[config.mk]
export PLATFORM = sky130hd
export DESIGN_NAME = irq_front_end
export DESIGN_NICKNAME = d
export VERILOG_FILES = /design/src/rtl/irqfe_pkg.sv /design/src/rtl/irqfe_sync.sv /design/src/rtl/irqfe_nmi.sv /design/src/rtl/irqfe_line.sv /design/src/rtl/irqfe_ack_drv.sv /design/src/rtl/irq_front_end.sv
export SDC_FILE = /design/constraint.sdc
export NUM_CORES = 1
export LEC_CHECK = 0
export ABC_AREA = 1
export BUFFER_PORTS_ARGS = -buffer_cell sky130_fd_sc_hd__clkbuf_2
export CAP_MARGIN = 20
export CELL_PAD_IN_SITES_DETAIL_PLACEMENT = 0
export CELL_PAD_IN_SITES_GLOBAL_PLACEMENT = 1
export CORE_AREA = 3 3 61 63
export CTS_BUF_LIST = sky130_fd_sc_hd__clkbuf_4 sky130_fd_sc_hd__clkbuf_8 sky130_fd_sc_hd__clkbuf_16
export CTS_CLUSTER_SIZE = 40
export DETAILED_ROUTE_END_ITERATION = 8
export DIE_AREA = 0 0 64 66
export HOLD_SLACK_MARGIN = 0.06
export PLACE_DENSITY_LB_ADDON = 0.1
export REMOVE_ABC_BUFFERS = 1
export SYNTH_ARGS = -nofsm -noshare
export SYNTH_HDL_FRONTEND = slang
export SYNTH_HIERARCHICAL = 1
export SYNTH_SLANG_ARGS = --single-unit
[constraint.sdc]
create_clock -name clk -period 0.8 [get_ports clk]
set_input_delay 0.12 -clock clk [delete_from_list [all_inputs] [get_ports clk]]
set_output_delay 0.12 -clock clk [all_outputs]
set_load 0.02 [all_outputs]
[src/rtl/irqfe_pkg.sv]
package irqfe_pkg;

   typedef enum logic {
      TRIG_EDGE  = 1'b0,
      TRIG_LEVEL = 1'b1
   } trig_e;

   function automatic logic rise_of(input logic now_v, input logic was_v);
      return now_v & ~was_v;
   endfunction

endpackage

[src/rtl/irqfe_sync.sv]
module irqfe_sync #(
   parameter int STAGES = 2
) (
   input  logic clk,
   input  logic rst_n,
   input  logic d,
   output logic q,
   output logic rise
);
   import irqfe_pkg::*;

   if (STAGES < 2) begin : g_bad_stages
      $error("irqfe_sync: STAGES must be at least 2");
   end

   logic [STAGES-1:0] chain_q;
   logic              prev_q;

   always_ff @(posedge clk) begin
      if (!rst_n) begin
         chain_q <= '0;
         prev_q  <= 1'b0;
      end else begin
         chain_q <= {chain_q[STAGES-2:0], d};
         prev_q  <= chain_q[STAGES-1];
      end
   end

   assign q    = chain_q[STAGES-1];
   assign rise = rise_of(chain_q[STAGES-1], prev_q);

endmodule

[src/rtl/irqfe_nmi.sv]
module irqfe_nmi #(
   parameter int VEC_W   = 8,
   parameter int NMI_VEC = 2
) (
   input  logic             clk,
   input  logic             rst_n,
   input  logic             rise,
   input  logic             boundary,
   output logic             pend,
   output logic             take,
   output logic [VEC_W-1:0] vec
);
   localparam logic [VEC_W-1:0] VEC_VAL = VEC_W'(NMI_VEC);

   if (NMI_VEC < 0 || NMI_VEC >= (1 << VEC_W)) begin : g_bad_vec
      $error("irqfe_nmi: NMI_VEC does not fit in VEC_W bits");
   end

   logic pend_q;
   logic pend_d;

   always_comb begin
      pend_d = pend_q;
      if (boundary) pend_d = 1'b0;
      if (rise)     pend_d = 1'b1;
   end

   always_ff @(posedge clk) begin
      if (!rst_n) pend_q <= 1'b0;
      else        pend_q <= pend_d;
   end

   assign pend = pend_q;
   assign take = boundary & pend_q;
   assign vec  = take ? VEC_VAL : '0;

   // a take without a coinciding new edge leaves the flag clear
   a_r3_take_clears: assert property (@(posedge clk) disable iff (!rst_n)
      (take && !rise) |=> !pend);

   // a pending request survives until a boundary comes
   a_r2_hold_until_boundary: assert property (@(posedge clk) disable iff (!rst_n)
      (pend && !boundary) |=> pend);

endmodule

[src/rtl/irqfe_line.sv]
module irqfe_line (
   input  logic clk,
   input  logic rst_n,
   input  logic lvl,
   input  logic out_mode,
   input  logic sync_q,
   input  logic rise,
   input  logic ack_hit,
   output logic pend
);
   import irqfe_pkg::*;

   trig_e mode;
   logic  latch_q;
   logic  latch_d;

   assign mode = lvl ? TRIG_LEVEL : TRIG_EDGE;

   always_comb begin
      latch_d = latch_q;
      if (ack_hit) latch_d = 1'b0;
      if (rise)    latch_d = 1'b1;
      if (out_mode || mode == TRIG_LEVEL) latch_d = 1'b0;
   end

   always_ff @(posedge clk) begin
      if (!rst_n) latch_q <= 1'b0;
      else        latch_q <= latch_d;
   end

   always_comb begin
      if (out_mode)                pend = 1'b0;
      else if (mode == TRIG_LEVEL) pend = sync_q;
      else                         pend = latch_q;
   end

   // an edge-mode flag holds without its own acknowledge
   a_r5_edge_hold: assert property (@(posedge clk) disable iff (!rst_n)
      (!lvl && !out_mode && pend && !ack_hit) |=> (pend || lvl || out_mode));

   // an edge-mode flag only rises after a synchronized edge
   a_r5_edge_needs_rise: assert property (@(posedge clk) disable iff (!rst_n)
      (!lvl && !out_mode && !pend) |=> (!pend || lvl || out_mode || $past(rise)));

endmodule

[src/rtl/irqfe_ack_drv.sv]
module irqfe_ack_drv #(
   parameter int ACK_LINES = 2,
   parameter int IDX_W     = 2
) (
   input  logic                 clk,
   input  logic                 rst_n,
   input  logic [ACK_LINES-1:0] cfg_ack_out,
   input  logic                 ack_valid,
   input  logic [IDX_W-1:0]     ack_idx,
   output logic [ACK_LINES-1:0] ack_n
);
   logic [ACK_LINES-1:0] ack_n_q;

   for (genvar k = 0; k < ACK_LINES; k++) begin : g_drv
      localparam logic [IDX_W-1:0] LINE = IDX_W'(k);
      logic hit;

      assign hit = ack_valid && cfg_ack_out[k] && (ack_idx == LINE);

      always_ff @(posedge clk) begin
         if (!rst_n) ack_n_q[k] <= 1'b1;
         else        ack_n_q[k] <= ~hit;
      end

      // a low strobe is always caused by a matching acknowledge
      a_r9_from_ack: assert property (@(posedge clk) disable iff (!rst_n)
         !ack_n_q[k] |-> $past(ack_valid && ack_idx == LINE && cfg_ack_out[k]));
   end

   assign ack_n = ack_n_q;

endmodule

[src/rtl/irq_front_end.sv]
module irq_front_end #(
   parameter int NUM_IRQ     = 4,
   parameter int ACK_LINES   = 2,
   parameter int SYNC_STAGES = 2,
   parameter int VEC_W       = 8,
   parameter int NMI_VEC     = 2
) (
   input  logic                       clk,
   input  logic                       rst_n,
   input  logic                       nmi_pin,
   input  logic [NUM_IRQ-1:0]         irq_pin,
   input  logic [NUM_IRQ-1:0]         cfg_level,
   input  logic [ACK_LINES-1:0]       cfg_ack_out,
   input  logic                       boundary,
   input  logic                       ack_valid,
   input  logic [$clog2(NUM_IRQ)-1:0] ack_idx,
   output logic                       nmi_pending,
   output logic                       nmi_take,
   output logic [VEC_W-1:0]           nmi_vector,
   output logic [NUM_IRQ-1:0]         irq_pending,
   output logic [ACK_LINES-1:0]       ack_n,
   output logic [ACK_LINES-1:0]       ack_oe
);
   localparam int IDX_W    = $clog2(NUM_IRQ);
   localparam int ACK_BASE = NUM_IRQ - ACK_LINES;

   if (NUM_IRQ < 2) begin : g_bad_num
      $error("irq_front_end: NUM_IRQ must be at least 2");
   end
   if (ACK_LINES < 1 || ACK_BASE < ACK_LINES) begin : g_bad_ack
      $error("irq_front_end: repurposed pins must not overlap the lines they acknowledge");
   end

   // non-maskable path
   logic nmi_sync;
   logic nmi_rise;

   irqfe_sync #(.STAGES(SYNC_STAGES)) u_nmi_sync (
      .clk  (clk),
      .rst_n(rst_n),
      .d    (nmi_pin),
      .q    (nmi_sync),
      .rise (nmi_rise)
   );

   irqfe_nmi #(.VEC_W(VEC_W), .NMI_VEC(NMI_VEC)) u_nmi (
      .clk     (clk),
      .rst_n   (rst_n),
      .rise    (nmi_rise),
      .boundary(boundary),
      .pend    (nmi_pending),
      .take    (nmi_take),
      .vec     (nmi_vector)
   );

   // maskable lines
   logic [NUM_IRQ-1:0] line_sync;
   logic [NUM_IRQ-1:0] line_rise;
   logic [NUM_IRQ-1:0] line_out;
   logic [NUM_IRQ-1:0] line_ack;

   for (genvar i = 0; i < NUM_IRQ; i++) begin : g_line
      localparam logic [IDX_W-1:0] SELF = IDX_W'(i);

      if (i >= ACK_BASE) begin : g_turnable
         assign line_out[i] = cfg_ack_out[i-ACK_BASE];
      end else begin : g_fixed
         assign line_out[i] = 1'b0;
      end

      assign line_ack[i] = ack_valid && (ack_idx == SELF);

      irqfe_sync #(.STAGES(SYNC_STAGES)) u_sync (
         .clk  (clk),
         .rst_n(rst_n),
         .d    (irq_pin[i]),
         .q    (line_sync[i]),
         .rise (line_rise[i])
      );

      irqfe_line u_line (
         .clk     (clk),
         .rst_n   (rst_n),
         .lvl     (cfg_level[i]),
         .out_mode(line_out[i]),
         .sync_q  (line_sync[i]),
         .rise    (line_rise[i]),
         .ack_hit (line_ack[i]),
         .pend    (irq_pending[i])
      );
   end

   // acknowledge drivers on the repurposed pins
   irqfe_ack_drv #(.ACK_LINES(ACK_LINES), .IDX_W(IDX_W)) u_ack (
      .clk        (clk),
      .rst_n      (rst_n),
      .cfg_ack_out(cfg_ack_out),
      .ack_valid  (ack_valid),
      .ack_idx    (ack_idx),
      .ack_n      (ack_n)
   );

   assign ack_oe = cfg_ack_out;

   // a repurposed line never reports a request
   for (genvar k = 0; k < ACK_LINES; k++) begin : g_chk_out
      a_r8_out_quiet: assert property (@(posedge clk) disable iff (!rst_n)
         cfg_ack_out[k] |-> !irq_pending[k+ACK_BASE]);
   end

endmodule

==> results.cfg, run 1 <==
[final_layout]
diodes = 0
fin_nets = 199
final_cell_mix = inv_1 (32), nand2_1 (28), clkbuf_2 (18), nor2_1 (14), buf_4 (12)
syn2layout_area_growth_pct = 47.0
mostFrequentLayoutCell = inv_1
fin_area_um2 = 1370
seq_area_um2 = 454
final_cells = 226
fill_cells = 362
final_layout_size_suffix_gt1_share_pct = 41.1
multi_input_area_um2 = 348

[sta]
timing.fmax_mhz = 921
hold_viol_final = 0
finalWorstSetupSlack_ns = -0.286
period_share_pct = 136
layout_min_cycle_time_ns = 1.09
finalClockSkew_ns = 0.00178
final_max_slew_viol_count = 0
grt_setup_unrepaired = yes
finalSetupViolations = 9

[power]
p_sw_w = 0.000490
ir_drop_mv = 0.553
pwr-share-seq_pct = 59.2
clkPwrFrac_pct = 24.9
power_density_nw_per_um2 = 1420
p_sw_share_pct = 25.3
leakagePower_nw = 0.754
power_w = 0.00194
p_comb_share_pct = 15.8
intPower_w = 0.00145

[worst_hold_path]
hold_end = u_ack/ack_n[1]
hold_depth = 3
hold_class = primary input to register
hp-start = ack_idx[1]

[global_routing]
grt_use_met3_pct = 2.21
antenna_found_initial = 0
grt_max_degree = 12
grt_pass1_vias = 772
grt_overflow = 0
met1_usage_pct = 9.43
busiest_layer = met2
grtUsageMet2_pct = 16.1
track_usage_pct = 8.70
grt_pass1_wl_mm = 2.94

[status]
status = finished, violations left
violations = setup timing

[detailed_routing]
wl_per_cell_um = 7.40
via_per_inst = 3.58
drt_iter0_markers = 21
vias = 809
wl_mm = 1.67
first_pass_iters = 5
ant_nets = 0
drc = 0

[placement]
place_area_um2 = 1150
dp_cells = 215
io_buffers = 27
gp_congestion = 0.684
dpl.hpwl_mm = 1.33

[critical_path]
crit_family = flip-flops
cp.arrival_ns = 0.97
reg2reg_from = g_line[1].u_sync/chain_q[1]
crit_path_start_kind = register
reg2reg_depth = 5
crit_buf_inv = 1
path_class = register to output pin
slowest_stage = dfxtp_2
end_kind = output pin
path_cells = nand2_2, a21oi_2, buf_4
worstPathMaxFanout = 2
r2r_setup_slack_ns = 0
crit_required_ns = 0.68
r2r-end = g_line[1].u_line/latch_q
max_stage_delay_ns = 0.35

[clocking]
cts_buffers = 3
clkSinkCount = 22
cts_root_buffer = clkbuf_4
cts_tree = done
clk_path_buf_depth = 2
clkSlewWorstSetupHoldPaths_ns = 0.11
cts_htree_levels = 1
clkLatencyLatePin_ns = 0.29

[floorplan]
start_util_pct = 28.3
fp.dieH_um = 66
io_pins = 35
die_x_um = 64
die_area_um2 = 4220
core_area_um2 = 3280
num_rows = 21

[flow_run]
cap_viol_max_count = 0

[logic_synthesis]
ys_seq_area_share_pct = 47.4
syn-cell-area_um2 = 928
synth.avg_cell_area_um2 = 6.93
yosys_register_bits = 22
syn-instance-count = 134
ys_types = 9
yosys_warnings = 6
==> routing by layer <==
layer / vias up / part of all wire [%]
li1: 447 / -
met1: 350 / 40
met2: 12 / 56
met3: 0 / 3.9
met4: 0 / 0
met5: - / 0
==> cell families after synthesis <==
kind of cell	Yosys count	share of synthesized area, %
buffers and inverters	46	22.6
other	2	0.809
AOI/OAI and AO/OA	9	5.26
and+or+nand+nor	55	23.9
DFF	22	47.4
==> power groups by stage <==
stage | clock network (W) | logic [W] | registers [W]
after floorplan | 0 | 0.000115 | 0.00117
after CTS | 0.000526 | 0.000297 | 0.00115
after global placement | 0 | 0.000251 | 0.00117
final | 0.000483 | 0.000307 | 0.00115
after global routing | 0.000565 | 0.000350 | 0.00115
after detailed placement | 0 | 0.000253 | 0.00117
==> how the worst max path moves through the flow <==
stage / from / slack, ns / to / cells past startpoint
after floorplan: u_nmi/pend / -0.08 / nmi_take / 2
after detailed placement: g_line[1].u_sync/chain_q[1] / -0.01 / irq_pending[1] / 3
after global placement: g_line[1].u_sync/chain_q[1] / 0.008 / irq_pending[1] / 3
after global routing: g_line[1].u_line/latch_q / -0.35 / irq_pending[1] / 3
after CTS: g_line[1].u_line/latch_q / -0.35 / irq_pending[1] / 3
final: g_line[2].u_line/latch_q / -0.29 / irq_pending[2] / 3
==> worst reg2reg max path, stage by stage (launching register included) <==
cell and delay, ns:
dfxtp_2 0.34, buf_4 0.13, inv_1 0.05, nor2_2 0.03, a21oi_1 0.10, nor2_1 0.05
==> repair_timing <==
item / in CTS / in global routing
hold buffers: 7 / 0
setup endpoints to repair: 9 / 13
gates cloned: 0 / 0
setup buffers: 1 / 0
pin swaps: 2 / 7
gates resized for setup: 28 / 24
hold endpoints to repair: 7 / 0
==> state kept, by name (all words and copies together), names as in the netlist <==
name	flops
g_line.u_line/latch_q	4
g_line.u_sync/chain_q	8
g_line.u_sync/prev_q	4
u_ack/ack_n	2
u_nmi/pend	1
u_nmi_sync/chain_q	2
u_nmi_sync/prev_q	1
==> stage by stage <==
| stage | hold slack, ns | util, % | worst slack, ns | TNS, ns |
|---|---|---|---|---|
| CTS | 0.0611 | 40.2 | -0.349 | -2.29 |
| floorplan | 0.211 | - | -0.0850 | -0.391 |
| detailed placement | 0.306 | 34.9 | -0.0107 | -0.0169 |
| global route | 0.0677 | 41.6 | -0.346 | -2.52 |
| global placement | 0.304 | 34.9 | 0.00816 | 0 |
| finish | 0.0716 | 41.6 | -0.286 | -1.89 |
==> synth_stat cells, drive strengths merged <==
| master | instances | area share (%) |
|---|---|---|
| nand2 | 35 | 14 |
| buf | 10 | 8.1 |
| dfxtp | 22 | 47 |
| conb | 2 | 0.81 |
| a21oi | 9 | 5.3 |
| inv | 36 | 15 |
| nor2 | 20 | 9.7 |
==> final cells by class <==
class                           count  share of cell area (%)
Tap cell                           46                    4.22
Timing Repair Buffer               44                    25.5
Clock buffer                        3                    1.65
Inverter                           36                    9.90
Multi-Input combinational cell     75                    25.5
Sequential cell                    22                    33.3
Note: power is estimated with default switching activity, not from simulation.
==> run 2: changes to the inputs <==
--- a/config.mk
+++ b/config.mk
@@ -10,11 +10,11 @@
 export CAP_MARGIN = 20
 export CELL_PAD_IN_SITES_DETAIL_PLACEMENT = 0
 export CELL_PAD_IN_SITES_GLOBAL_PLACEMENT = 1
-export CORE_AREA = 3 3 61 63
+export CORE_AREA = 3 3 78 50
 export CTS_BUF_LIST = sky130_fd_sc_hd__clkbuf_4 sky130_fd_sc_hd__clkbuf_8 sky130_fd_sc_hd__clkbuf_16
 export CTS_CLUSTER_SIZE = 40
 export DETAILED_ROUTE_END_ITERATION = 8
-export DIE_AREA = 0 0 64 66
+export DIE_AREA = 0 0 81 53
 export HOLD_SLACK_MARGIN = 0.06
 export PLACE_DENSITY_LB_ADDON = 0.1
 export REMOVE_ABC_BUFFERS = 1
==> run 2 against run 1 <==
Compared with the run above: the run still ends with setup timing left; global-route usage is 0.42 points higher; cell area fell by 1.8%; clock-buffer cell count unchanged; clock power increased by 110%; die area is 1.6% higher; clock skew is 0.0028 ns higher; fmax is 2.9% higher; sequential share of layout area increased by 0.81 points; core utilization fell by 0.24 points; combinational power decreased by 8.5%; critical path type unchanged.
==> results.cfg, run 2 (synthesis gave the netlist of run 1 again) <==
[clocking]
cts_tree = done
clkSinkCount = 22
cts_root_buffer = clkbuf_8
cts_buffers = 3
cts_htree_levels = 1
clk_path_buf_depth = 2
clkLatencyLatePin_ns = 0.26
clkSlewWorstSetupHoldPaths_ns = 0.08

[sta]
grt_setup_unrepaired = yes
final_max_slew_viol_count = 0
holdWs_ns = 0.0935
finalWorstSetupSlack_ns = -0.255
layout_min_cycle_time_ns = 1.06
finalSetupViolations = 9
timing.fmax_mhz = 948
hold_viol_final = 0
finalClockSkew_ns = 0.00459
period_share_pct = 132

[power]
pwr-share-seq_pct = 46.9
p_comb_share_pct = 11.5
ir_drop_mv = 0.649
p_sw_w = 0.000526
power_w = 0.00245
intPower_w = 0.00192
power_density_nw_per_um2 = 1830
leakagePower_nw = 0.744
p_sw_share_pct = 21.5
clkPwrFrac_pct = 41.6

[flow_run]
cap_viol_max_count = 0

[final_layout]
utilization_pct = 41.3
final_layout_size_suffix_gt1_share_pct = 35.4
largest_reg_flops = 8
syn2layout_area_growth_pct = 44.3
top_register = g_line.u_sync/chain_q
fin_nets = 193
fin_area_um2 = 1340
diodes = 0
mostFrequentLayoutCell = inv_1
final_cell_mix = inv_1 (33), nand2_1 (32), clkbuf_2 (18), nor2_1 (14)
reg.largest.list = g_line.u_sync/chain_q x8, g_line.u_line/latch_q x4, g_line.u_sync/prev_q x4

[critical_path]
crit_buf_inv = 1
path_class = register to output pin
max_stage_delay_ns = 0.33
crit_family = flip-flops
slowest_stage = dfxtp_2
r2r-end = g_line[0].u_line/latch_q
end_kind = output pin
crit_required_ns = 0.68
crit_path_start_kind = register
cp.arrival_ns = 0.94
path_cells = nand2_1, a21oi_1, buf_4
worstPathMaxFanout = 2
r2r_setup_slack_ns = 0.02
reg2reg_from = g_line[0].u_sync/chain_q[1]
reg2reg_depth = 5

[placement]
place_area_um2 = 1110
dpl.hpwl_mm = 1.34
gp_congestion = 0.681
io_buffers = 27

[detailed_routing]
drc = 0
wl_mm = 1.78
vias = 782
wl_per_cell_um = 8.08
ant_nets = 0
drt_iter0_markers = 24
first_pass_iters = 4
via_per_inst = 3.55

[floorplan]
die_area_um2 = 4290
core_area_um2 = 3240
start_util_pct = 28.6
die_x_um = 81
fp.dieH_um = 53
io_pins = 35
num_rows = 16

[worst_hold_path]
hold_class = primary input to register
hold_depth = 3
hold_end = u_ack/ack_n[0]
hp-start = ack_idx[0]

[status]
violations = setup timing
status = finished, violations left

[global_routing]
antenna_found_initial = 0
track_usage_pct = 9.11
grt_pass1_vias = 669
grt_max_degree = 14
grt_overflow = 0
grt_pass1_wl_mm = 2.83
## run 2: changes by cell type in the layout (fill, tap and decap cells not counted), moves of 2 or more
| cell | change |
|---|---|
| a21oi_1 | +4 |
| nand2_2 | -4 |
| buf_4 | -4 |
| clkbuf_8 | +3 |
| clkbuf_4 | -3 |
| a21oi_2 | -4 |
| nand2_1 | +4 |
| dlygate4sd3_1 | -2 |
## run 2: timing repair
item	CTS	global route
gates resized for setup	27	17
hold endpoints to repair	5	0
setup endpoints to repair	9	11
hold buffers	5	0
setup buffers	1	1
pin swaps	4	4
## run 2: worst max-delay path by stage
stage,start,end,slack (ns),cells after the start
final,g_line[3].u_line/latch_q,irq_pending[3],-0.26,3
after global routing,g_line[3].u_line/latch_q,irq_pending[3],-0.33,3
after CTS,g_line[2].u_line/latch_q,irq_pending[2],-0.28,3
after detailed placement,g_line[2].u_sync/chain_q[1],irq_pending[2],-0.02,3
after global placement,g_line[1].u_sync/chain_q[1],irq_pending[1],-0.01,3
after floorplan,u_nmi/pend,nmi_take,-0.08,2
## run 2: metal layers
metal  vias to the layer above  global-route usage [%]  share of wire (%)
met2                        21                    13.9                 41
li1                        435                       -                  -
met1                       322                    10.3                 49
met4                         0                    5.06                1.9
met3                         4                    4.76                7.9
met5                         -                       0                  0
## run 2: metrics by stage
| stage | setup TNS, ns | std cells | setup WS [ns] |
|---|---|---|---|
| 3_5_place_dp | -0.0459 | 209 | -0.0209 |
| 5_1_grt | -1.91 | 220 | -0.327 |
| 6_report | -1.48 | 220 | -0.255 |
| 3_3_place_gp | -0.0283 | 209 | -0.0135 |
| 2_1_floorplan | -0.391 | 133 | -0.0850 |
| 4_1_cts | -1.70 | 219 | -0.277 |
## run 2: area by class of cell
class | instances | area (um^2)
Tap cell | 45 | 56.3
Fill cell | 346 | 1900
Sequential cell | 22 | 457
Inverter | 36 | 135
Multi-Input combinational cell | 75 | 323
Clock inverter | 1 | 30.0
Clock buffer | 3 | 41.3
Timing Repair Buffer | 38 | 298
## run 2: tightest hold or removal path, cell delays in order
cell and delay (ns):
clkbuf_2 0.11, nor2_1 0.05, nand2_1 0.04
## run 2: power groups by stage
stage	clock, W	combinational, W	sequential, W
floorplan	0	0.000115	0.00117
global placement	0	0.000236	0.00117
detailed placement	0	0.000236	0.00117
CTS	0.00106	0.000270	0.00115
global route	0.00111	0.000317	0.00115
finish	0.00102	0.000281	0.00115
